`src/rtl/trk_pkg.sv`:
```
package trk_pkg;

  typedef enum logic [3:0] {
    P_NONE   = 4'd0,
    P_LD     = 4'd1,
    P_IFETCH = 4'd2,
    P_ST     = 4'd3,
    P_RMW_RD = 4'd4,
    P_LL     = 4'd5,
    P_SC     = 4'd6,
    P_LK_RD  = 4'd7,
    P_LK_WR  = 4'd8,
    P_FLUSH  = 4'd9
  } prim_e;

  typedef enum logic [2:0] {
    S_LOAD   = 3'd0,
    S_IFETCH = 3'd1,
    S_STORE  = 3'd2,
    S_ATOMIC = 3'd3,
    S_FLUSH  = 3'd4
  } sec_e;

  typedef enum logic [1:0] {
    ST_UNSUP  = 2'd0,
    ST_FULL   = 2'd1,
    ST_ALIAS  = 2'd2,
    ST_ISSUED = 2'd3
  } status_e;

  localparam int NUM_STATS = 4;
  localparam int IDX_ST_LD = 0;
  localparam int IDX_ST_ST = 1;
  localparam int IDX_LD_LD = 2;
  localparam int IDX_LD_ST = 3;

endpackage

```
`src/rtl/trk_classify.sv`:
```
module trk_classify
  import trk_pkg::*;
(
  input  logic  rd,
  input  logic  wr,
  input  logic  flush,
  input  logic  llsc,
  input  logic  locked,
  input  logic  ifetch,
  input  logic  stchk,
  output prim_e prim,
  output sec_e  sec,
  output logic  wclass,
  output logic  ok
);

  always_comb begin
    prim = P_NONE;
    sec  = S_LOAD;
    ok   = 1'b1;
    if (llsc) begin
      prim = wr ? P_SC : P_LL;
      sec  = S_ATOMIC;
    end else if (locked) begin
      prim = wr ? P_LK_WR : P_LK_RD;
      sec  = S_STORE;
    end else if (wr) begin
      prim = P_ST;
      sec  = S_STORE;
    end else if (rd) begin
      if (ifetch) begin
        prim = P_IFETCH;
        sec  = S_IFETCH;
      end else if (stchk) begin
        prim = P_RMW_RD;
        sec  = S_STORE;
      end else begin
        prim = P_LD;
        sec  = S_LOAD;
      end
    end else if (flush) begin
      prim = P_FLUSH;
      sec  = S_FLUSH;
    end else begin
      ok = 1'b0;
    end
  end

  assign wclass = ok && (prim != P_LD) && (prim != P_IFETCH);

endmodule

```
`src/rtl/trk_table.sv`:
```
module trk_table #(
  parameter int DEPTH = 4,
  parameter int LW    = 26,
  parameter int TW    = 4
) (
  input  logic             clk,
  input  logic             rst_n,
  input  logic [LW-1:0]    look_line,
  output logic             look_hit,
  input  logic             ins_en,
  input  logic [LW-1:0]    ins_line,
  input  logic [TW-1:0]    ins_type,
  input  logic             rm_en,
  input  logic [LW-1:0]    rm_line,
  output logic             rm_hit,
  output logic [TW-1:0]    rm_type,
  output logic [DEPTH-1:0] vld_o
);

  logic [DEPTH-1:0] vld_q, vld_d, hit_vec, rm_vec, ins_vec;
  logic [LW-1:0]    line_q [DEPTH];
  logic [TW-1:0]    typ_q  [DEPTH];

  always_comb begin
    logic taken;
    taken   = 1'b0;
    ins_vec = '0;
    rm_type = '0;
    for (int i = 0; i < DEPTH; i++) begin
      hit_vec[i] = vld_q[i] && (line_q[i] == look_line);
      rm_vec[i]  = rm_en && vld_q[i] && (line_q[i] == rm_line);
      if (ins_en && !vld_q[i] && !taken) begin
        ins_vec[i] = 1'b1;
        taken      = 1'b1;
      end
      if (rm_vec[i]) rm_type = rm_type | typ_q[i];
    end
    vld_d = (vld_q & ~rm_vec) | ins_vec;
  end

  assign look_hit = |hit_vec;
  assign rm_hit   = |rm_vec;
  assign vld_o    = vld_q;

  always_ff @(posedge clk or negedge rst_n) begin
    if (!rst_n) vld_q <= '0;
    else        vld_q <= vld_d;
  end

  for (genvar g = 0; g < DEPTH; g++) begin : g_slot
    always_ff @(posedge clk) begin
      if (ins_vec[g]) begin
        line_q[g] <= ins_line;
        typ_q[g]  <= ins_type;
      end
    end
  end

endmodule

```
`src/rtl/trk_alias_stats.sv`:
```
module trk_alias_stats #(
  parameter int N  = 4,
  parameter int CW = 16
) (
  input  logic                 clk,
  input  logic                 rst_n,
  input  logic [N-1:0]         inc,
  output logic [N-1:0][CW-1:0] cnt
);

  for (genvar g = 0; g < N; g++) begin : g_cnt
    logic [CW-1:0] q, d;
    assign d = q + CW'(1);
    always_ff @(posedge clk or negedge rst_n) begin
      if (!rst_n)      q <= '0;
      else if (inc[g]) q <= d;
    end
    assign cnt[g] = q;
  end

endmodule

```
`src/rtl/line_tracker.sv`:
```
module line_tracker
  import trk_pkg::*;
#(
  parameter  int AW         = 32,
  parameter  int LINE_BYTES = 64,
  parameter  int MAX_OUT    = 4,
  parameter  int CW         = 16,
  localparam int OFFW       = $clog2(LINE_BYTES),
  localparam int LW         = AW - OFFW,
  localparam int CNTW       = $clog2(MAX_OUT + 1)
) (
  input  logic            clk,
  input  logic            rst_n,
  input  logic            req_valid,
  input  logic [AW-1:0]   req_addr,
  input  logic            req_rd,
  input  logic            req_wr,
  input  logic            req_flush,
  input  logic            req_llsc,
  input  logic            req_locked,
  input  logic            req_ifetch,
  input  logic            req_stchk,
  input  logic            line_blocked,
  input  logic            rd_done_valid,
  input  logic [LW-1:0]   rd_done_line,
  input  logic            wr_done_valid,
  input  logic [LW-1:0]   wr_done_line,
  output logic            resp_valid,
  output logic [1:0]      resp_status,
  output logic [2:0]      resp_sec,
  output logic [CNTW-1:0] outstanding,
  output logic            lock_held,
  output logic            proto_err,
  output logic [CW-1:0]   st_on_ld,
  output logic [CW-1:0]   st_on_st,
  output logic [CW-1:0]   ld_on_ld,
  output logic [CW-1:0]   ld_on_st
);

  localparam int TW = 4;

  logic [LW-1:0]  req_line;
  logic           off_unused;
  prim_e          prim;
  sec_e           sec;
  logic           wclass, cls_ok;
  logic           full, blocked;
  logic           rd_hit, wr_hit, rd_ins, wr_ins;
  logic           rd_rm_hit, wr_rm_hit;
  logic [TW-1:0]  rd_type_unused, wr_rm_type;
  logic [MAX_OUT-1:0] rd_vld, wr_vld;
  logic [NUM_STATS-1:0] inc;
  logic [NUM_STATS-1:0][CW-1:0] stats;

  status_e        status_d, status_q;
  sec_e           sec_d, sec_q;
  logic           rv_q;
  logic [CNTW-1:0] cnt_d, cnt_q;
  logic           lock_d, lock_q;
  logic [LW-1:0]  lock_line_d, lock_line_q;
  logic           lock_line_en;
  logic           err_d, err_q;

  assign req_line   = req_addr[AW-1:OFFW];
  assign off_unused = ^req_addr[OFFW-1:0];

  trk_classify u_cls (
    .rd(req_rd), .wr(req_wr), .flush(req_flush), .llsc(req_llsc),
    .locked(req_locked), .ifetch(req_ifetch), .stchk(req_stchk),
    .prim(prim), .sec(sec), .wclass(wclass), .ok(cls_ok)
  );

  trk_table #(.DEPTH(MAX_OUT), .LW(LW), .TW(TW)) u_rd_tab (
    .clk(clk), .rst_n(rst_n),
    .look_line(req_line), .look_hit(rd_hit),
    .ins_en(rd_ins), .ins_line(req_line), .ins_type(prim),
    .rm_en(rd_done_valid), .rm_line(rd_done_line),
    .rm_hit(rd_rm_hit), .rm_type(rd_type_unused), .vld_o(rd_vld)
  );

  trk_table #(.DEPTH(MAX_OUT), .LW(LW), .TW(TW)) u_wr_tab (
    .clk(clk), .rst_n(rst_n),
    .look_line(req_line), .look_hit(wr_hit),
    .ins_en(wr_ins), .ins_line(req_line), .ins_type(prim),
    .rm_en(wr_done_valid), .rm_line(wr_done_line),
    .rm_hit(wr_rm_hit), .rm_type(wr_rm_type), .vld_o(wr_vld)
  );

  trk_alias_stats #(.N(NUM_STATS), .CW(CW)) u_stats (
    .clk(clk), .rst_n(rst_n), .inc(inc), .cnt(stats)
  );

  assign full    = (cnt_q >= CNTW'(MAX_OUT));
  assign blocked = line_blocked || (lock_q && (lock_line_q == req_line));

  // admission decision: limit, support, line hold, then the tables
  always_comb begin
    status_d = ST_UNSUP;
    sec_d    = S_LOAD;
    rd_ins   = 1'b0;
    wr_ins   = 1'b0;
    inc      = '0;
    if (req_valid) begin
      if (full) begin
        status_d = ST_FULL;
      end else if (!cls_ok) begin
        status_d = ST_UNSUP;
      end else if (blocked && (prim != P_LK_WR)) begin
        status_d = ST_ALIAS;
      end else if (wclass) begin
        if (rd_hit) begin
          status_d       = ST_ALIAS;
          inc[IDX_ST_LD] = 1'b1;
        end else if (wr_hit) begin
          status_d       = ST_ALIAS;
          inc[IDX_ST_ST] = 1'b1;
        end else begin
          status_d = ST_ISSUED;
          sec_d    = sec;
          wr_ins   = 1'b1;
        end
      end else begin
        if (wr_hit) begin
          status_d       = ST_ALIAS;
          inc[IDX_LD_ST] = 1'b1;
        end else if (rd_hit) begin
          status_d       = ST_ALIAS;
          inc[IDX_LD_LD] = 1'b1;
        end else begin
          status_d = ST_ISSUED;
          sec_d    = sec;
          rd_ins   = 1'b1;
        end
      end
    end
  end

  always_comb begin
    cnt_d = cnt_q + CNTW'(rd_ins | wr_ins) - CNTW'(rd_rm_hit) - CNTW'(wr_rm_hit);
    err_d = (rd_done_valid && !rd_rm_hit) || (wr_done_valid && !wr_rm_hit);
    lock_d       = lock_q;
    lock_line_d  = lock_line_q;
    lock_line_en = 1'b0;
    if (wr_rm_hit && (wr_rm_type == P_LK_RD)) begin
      lock_d       = 1'b1;
      lock_line_d  = wr_done_line;
      lock_line_en = 1'b1;
    end else if (wr_rm_hit && (wr_rm_type == P_LK_WR)) begin
      lock_d = 1'b0;
    end
  end

  always_ff @(posedge clk or negedge rst_n) begin
    if (!rst_n) begin
      rv_q     <= 1'b0;
      status_q <= ST_UNSUP;
      sec_q    <= S_LOAD;
      cnt_q    <= '0;
      lock_q   <= 1'b0;
      err_q    <= 1'b0;
    end else begin
      rv_q     <= req_valid;
      status_q <= status_d;
      sec_q    <= sec_d;
      cnt_q    <= cnt_d;
      lock_q   <= lock_d;
      err_q    <= err_d;
    end
  end

  always_ff @(posedge clk) begin
    if (lock_line_en) lock_line_q <= lock_line_d;
  end

  assign resp_valid  = rv_q;
  assign resp_status = status_q;
  assign resp_sec    = sec_q;
  assign outstanding = cnt_q;
  assign lock_held   = lock_q;
  assign proto_err   = err_q;
  assign st_on_ld    = stats[IDX_ST_LD];
  assign st_on_st    = stats[IDX_ST_ST];
  assign ld_on_ld    = stats[IDX_LD_LD];
  assign ld_on_st    = stats[IDX_LD_ST];

endmodule

```
`config.mk`:
```
export PLATFORM = sky130hd
export DESIGN_NAME = line_tracker
export DESIGN_NICKNAME = d
export VERILOG_FILES = /design/src/rtl/trk_pkg.sv /design/src/rtl/trk_classify.sv /design/src/rtl/trk_table.sv /design/src/rtl/trk_alias_stats.sv /design/src/rtl/line_tracker.sv
export SDC_FILE = /design/constraint.sdc
export NUM_CORES = 1
export LEC_CHECK = 0
export BUFFER_PORTS_ARGS = -buffer_cell sky130_fd_sc_hd__buf_2
export CAP_MARGIN = 5
export CELL_PAD_IN_SITES_DETAIL_PLACEMENT = 0
export CELL_PAD_IN_SITES_GLOBAL_PLACEMENT = 1
export CORE_ASPECT_RATIO = 0.6
export CORE_MARGIN = 2
export CORE_UTILIZATION = 40
export CTS_CLUSTER_DIAMETER = 40
export DETAILED_ROUTE_END_ITERATION = 8
export PLACE_DENSITY = 0.82
export SLEW_MARGIN = 20
export SYNTH_ARGS = -nofsm -noshare
export SYNTH_HDL_FRONTEND = slang
export SYNTH_SLANG_ARGS = --single-unit
```
`constraint.sdc`:
```
create_clock -name clk -period 4.5 [get_ports clk]
set_input_delay 0.675 -clock clk [delete_from_list [all_inputs] [get_ports clk]]
set_output_delay 0.675 -clock clk [all_outputs]
set_load 0.01 [all_outputs]
```
==> results.yml <==
placed_design:
  post-dp-hpwl_um: 44400
  dpl_cell_area_um2: 19500
  port_buffers: 165
  placed_cells: 2166
  gp_congestion: 1.01
cells_and_area:
  fin_area_um2: 20800
  layout_common_cells: "357 x xnor2_1, 250 x edfxtp_1, 164 x buf_2, 163 x nand4_1, 147 x xor2_1"
  finalNonFillerCells: 2242
  final_common_cell: "xnor2_1"
  drive_gt1_frac: 0.205
  syn_to_final_growth_pct: 19.6
  fin_nets: 1735
timing:
  slew_viol_final: 0
  setup_violations: 0
  hold_viol: 0
  fmax_mhz: 263
  fin_crit_sh: 0.847
  layout_min_cycle_time_ns: 3.81
  setup_tns_ns: 0
  rsz0062_at_grt: "no"
  tightest_slew_ns: 1.05
  skew_ns: 0.0290
  slew_headroom: 0.296
setup_path:
  path_max_fanout: 3
  crit_slowest_cell: "nor4_1"
  timing.rr.end: "outstanding[2]"
  worstSetupEndpointType: "flip-flop"
  r2r-start: "u_rd_tab.line_q[0][6]"
  cp.depth: 11
  crit_top_cell: "xnor2_1"
  cp_data_arrival_time_ns: 4.27
  cp_data_required_time_ns: 4.96
  crit_type: "reg2reg"
  cpLargestDelayFamily: "simple AND/OR/NAND/NOR gates"
  reg2reg_depth: 11
  reg2reg_slack_ns: 0.69
  critical-path-max-stage-delay_ns: 0.92
  start_kind: "flip-flop"
  crit_buf_inv: 1
  path_cells: "xnor2_1 -> nand4_1 -> nor4_1 -> a22oi_1 -> nand2_1 -> or4b_1 -> inv_1 -> ha_1 -> ha_1 -> xnor2_1 -> xnor2_1"
synth:
  muxShareOfSynthArea: 0.00317
  yosys.cell_types.count: 58
  synthCells: 1391
  ys_seq_area_frac: 0.551
  synthSimpleGateAreaFrac: 0.151
  syn-num-nets: 1496
  synth_compound_area_frac: 0.0141
  synth-edff-count: 250
  yosys_warnings: 0
  syn-mean-instance-area_um2: 12.5
  async_flop_share: 0.249
  synth_xor_area_frac: 0.254
  ys_ff_latch: 333
  synth_top_family_by_area: "XOR/XNOR gates"
  synth-main-ff-cell: "edfxtp_1"
  synthAdderAreaFrac: 0.00619
  syn_area_um2: 17400
clocking:
  clock_latency_ns: 0.57
  cts.clk_slew.worst_paths_ns: 0.06
  numCtsBuffers: 41
  cts_setup_buffers: 0
  root_buffer: "clkbuf_16"
  cts_hold_buf: 0
  cts_resized: 0
  tritoncts: "done"
  cts_buffer_depth: 3
  h-tree-depth: 2
  clock_sinks: 333
global_route:
  overflow: 0
  grt_max_degree: 50
  grt_pass1_vias: 12100
  grt_pass1_wl_um: 83500
  antenna_found_initial: 1
  grtUsageTotal: 0.259
route:
  ant_nets: 0
  first_pass_iters: 5
  totalWireLength_um: 59500
  drc_errors: 0
  drt_iter0_markers: 1630
  wl_per_cell_um: 26.5
  vias: 12800
  via_per_inst: 5.72
floorplan:
  ios: 172
  core_um2: 43100
  start_util: 0.403
  die_h_um: 165
  placementRows: 59
  dieArea_um2: 45200
  die_w_um: 273
status:
  status: "finished, final reports clean"
power_and_ir_drop:
  power.leakage_nw: 7.52
  power_density_nw_per_um2: 379
  vdd_ir_drop_max_mv: 0.215
hold_path:
  hold_class: "in2async"
run:
  cap_violations: 0
worst reg2reg max path, delay by kind of cell, from the launching register on:
| family | cells | cell delay [ns] |
|---|---|---|
| adders and majority gates | 2 | 0.42 |
| xor gates and xnor gates | 3 | 0.77 |
| AOI/OAI and AO/OA | 1 | 0.46 |
| DFF | 1 | 0.44 |
| and+or+nand+nor | 4 | 1.56 |
| buffers and inverters | 1 | 0.09 |
registers in the layout, summed over array words and instances, names as in the netlist, 4 cells and up:
signal	count
u_rd_tab.line_q	104
u_wr_tab.line_q	104
u_stats.g_cnt.q	64
lock_line_q	26
u_wr_tab.typ_q	16
u_rd_tab.vld_o	4
u_wr_tab.vld_o	4
cell usage after synthesis (3+ instances only):
cell type  instances  share of area
xnor2_1          357           0.18
edfxtp_1         250           0.43
nand4_1          163          0.059
xor2_1           147          0.074
dfrtp_1           83           0.12
nor3_1            69          0.020
nor4_1            54          0.019
nand3_1           45          0.013
nand2_1           40         0.0086
buf_4             28          0.012
clkbuf_1          17         0.0037
nor2_1            16         0.0035
and3_1            11         0.0040
inv_1             11         0.0024
ha_1               7         0.0050
buf_2              6         0.0017
a22o_1             5         0.0025
and4_1             5         0.0025
nor3b_1            5         0.0022
a22oi_1            4         0.0017
mux2_2             4         0.0026
nor4b_1            4         0.0020
o21ai_0            4         0.0012
or3_1              4         0.0014
and2_1             3         0.0011
nand2b_1           3         0.0011
nand3b_1           3         0.0013
nor2b_1            3         0.0011
power by group:
part / internal [mW] / switching, mW / total [mW]
registers: 3.44 / 0.145 / 3.59
clock network: 1.87 / 1.41 / 3.27
logic: 0.367 / 0.646 / 1.01
worst max-delay path by stage:
stage / from / endpoint
CTS: u_rd_tab.line_q[0][6] / outstanding[2]
global route: u_rd_tab.line_q[3][14] / outstanding[2]
detailed placement: req_addr[21] / u_rd_tab.line_q[2][25]
finish: u_rd_tab.line_q[0][6] / outstanding[2]
global placement: req_addr[30] / u_rd_tab.line_q[2][24]
floorplan: req_addr[11] / u_rd_tab.line_q[2][0]
layout make-up:
| type | instances | area [um2] |
|---|---|---|
| repair buffers | 249 | 1610 |
| well taps | 579 | 724 |
| clock buffers | 50 | 1090 |
| clock inverters | 25 | 225 |
| diodes | 1 | 2.50 |
| multi-input cells | 994 | 7520 |
| flip-flops and latches | 333 | 9580 |
| fillers | 3882 | 22300 |
| inverters | 11 | 41.3 |
metrics by stage:
step | worst slack (ns) | total power, mW | utilization | hold WS, ns
3_5_place_dp | 0.439 | 4.63 | 0.452 | 0.453
3_3_place_gp | 0.528 | 4.61 | 0.452 | 0.451
2_1_floorplan | 0.327 | 4.12 | - | 0.379
6_report | 0.691 | 7.88 | 0.482 | 0.0782
5_1_grt | 0.631 | 8.11 | 0.482 | 0.102
4_1_cts | 0.986 | 7.88 | 0.482 | 0.0786
logic make-up after synthesis:
group / count (synthesis)
multiplexers: 5
adder cells (fa/ha/maj): 8
flip-flops: 333
AND/OR/NAND/NOR: 447
buffers and inverters: 64
XOR/XNOR: 504
AO/OA/AOI/OAI: 30
metal layers:
metal  track usage  share of wire
met5        0.0175         0.0017
met4        0.0584          0.021
met1         0.376           0.44
met2         0.332           0.38
met3         0.136           0.16
No activity file was read; power rests on OpenSTA's default activity.
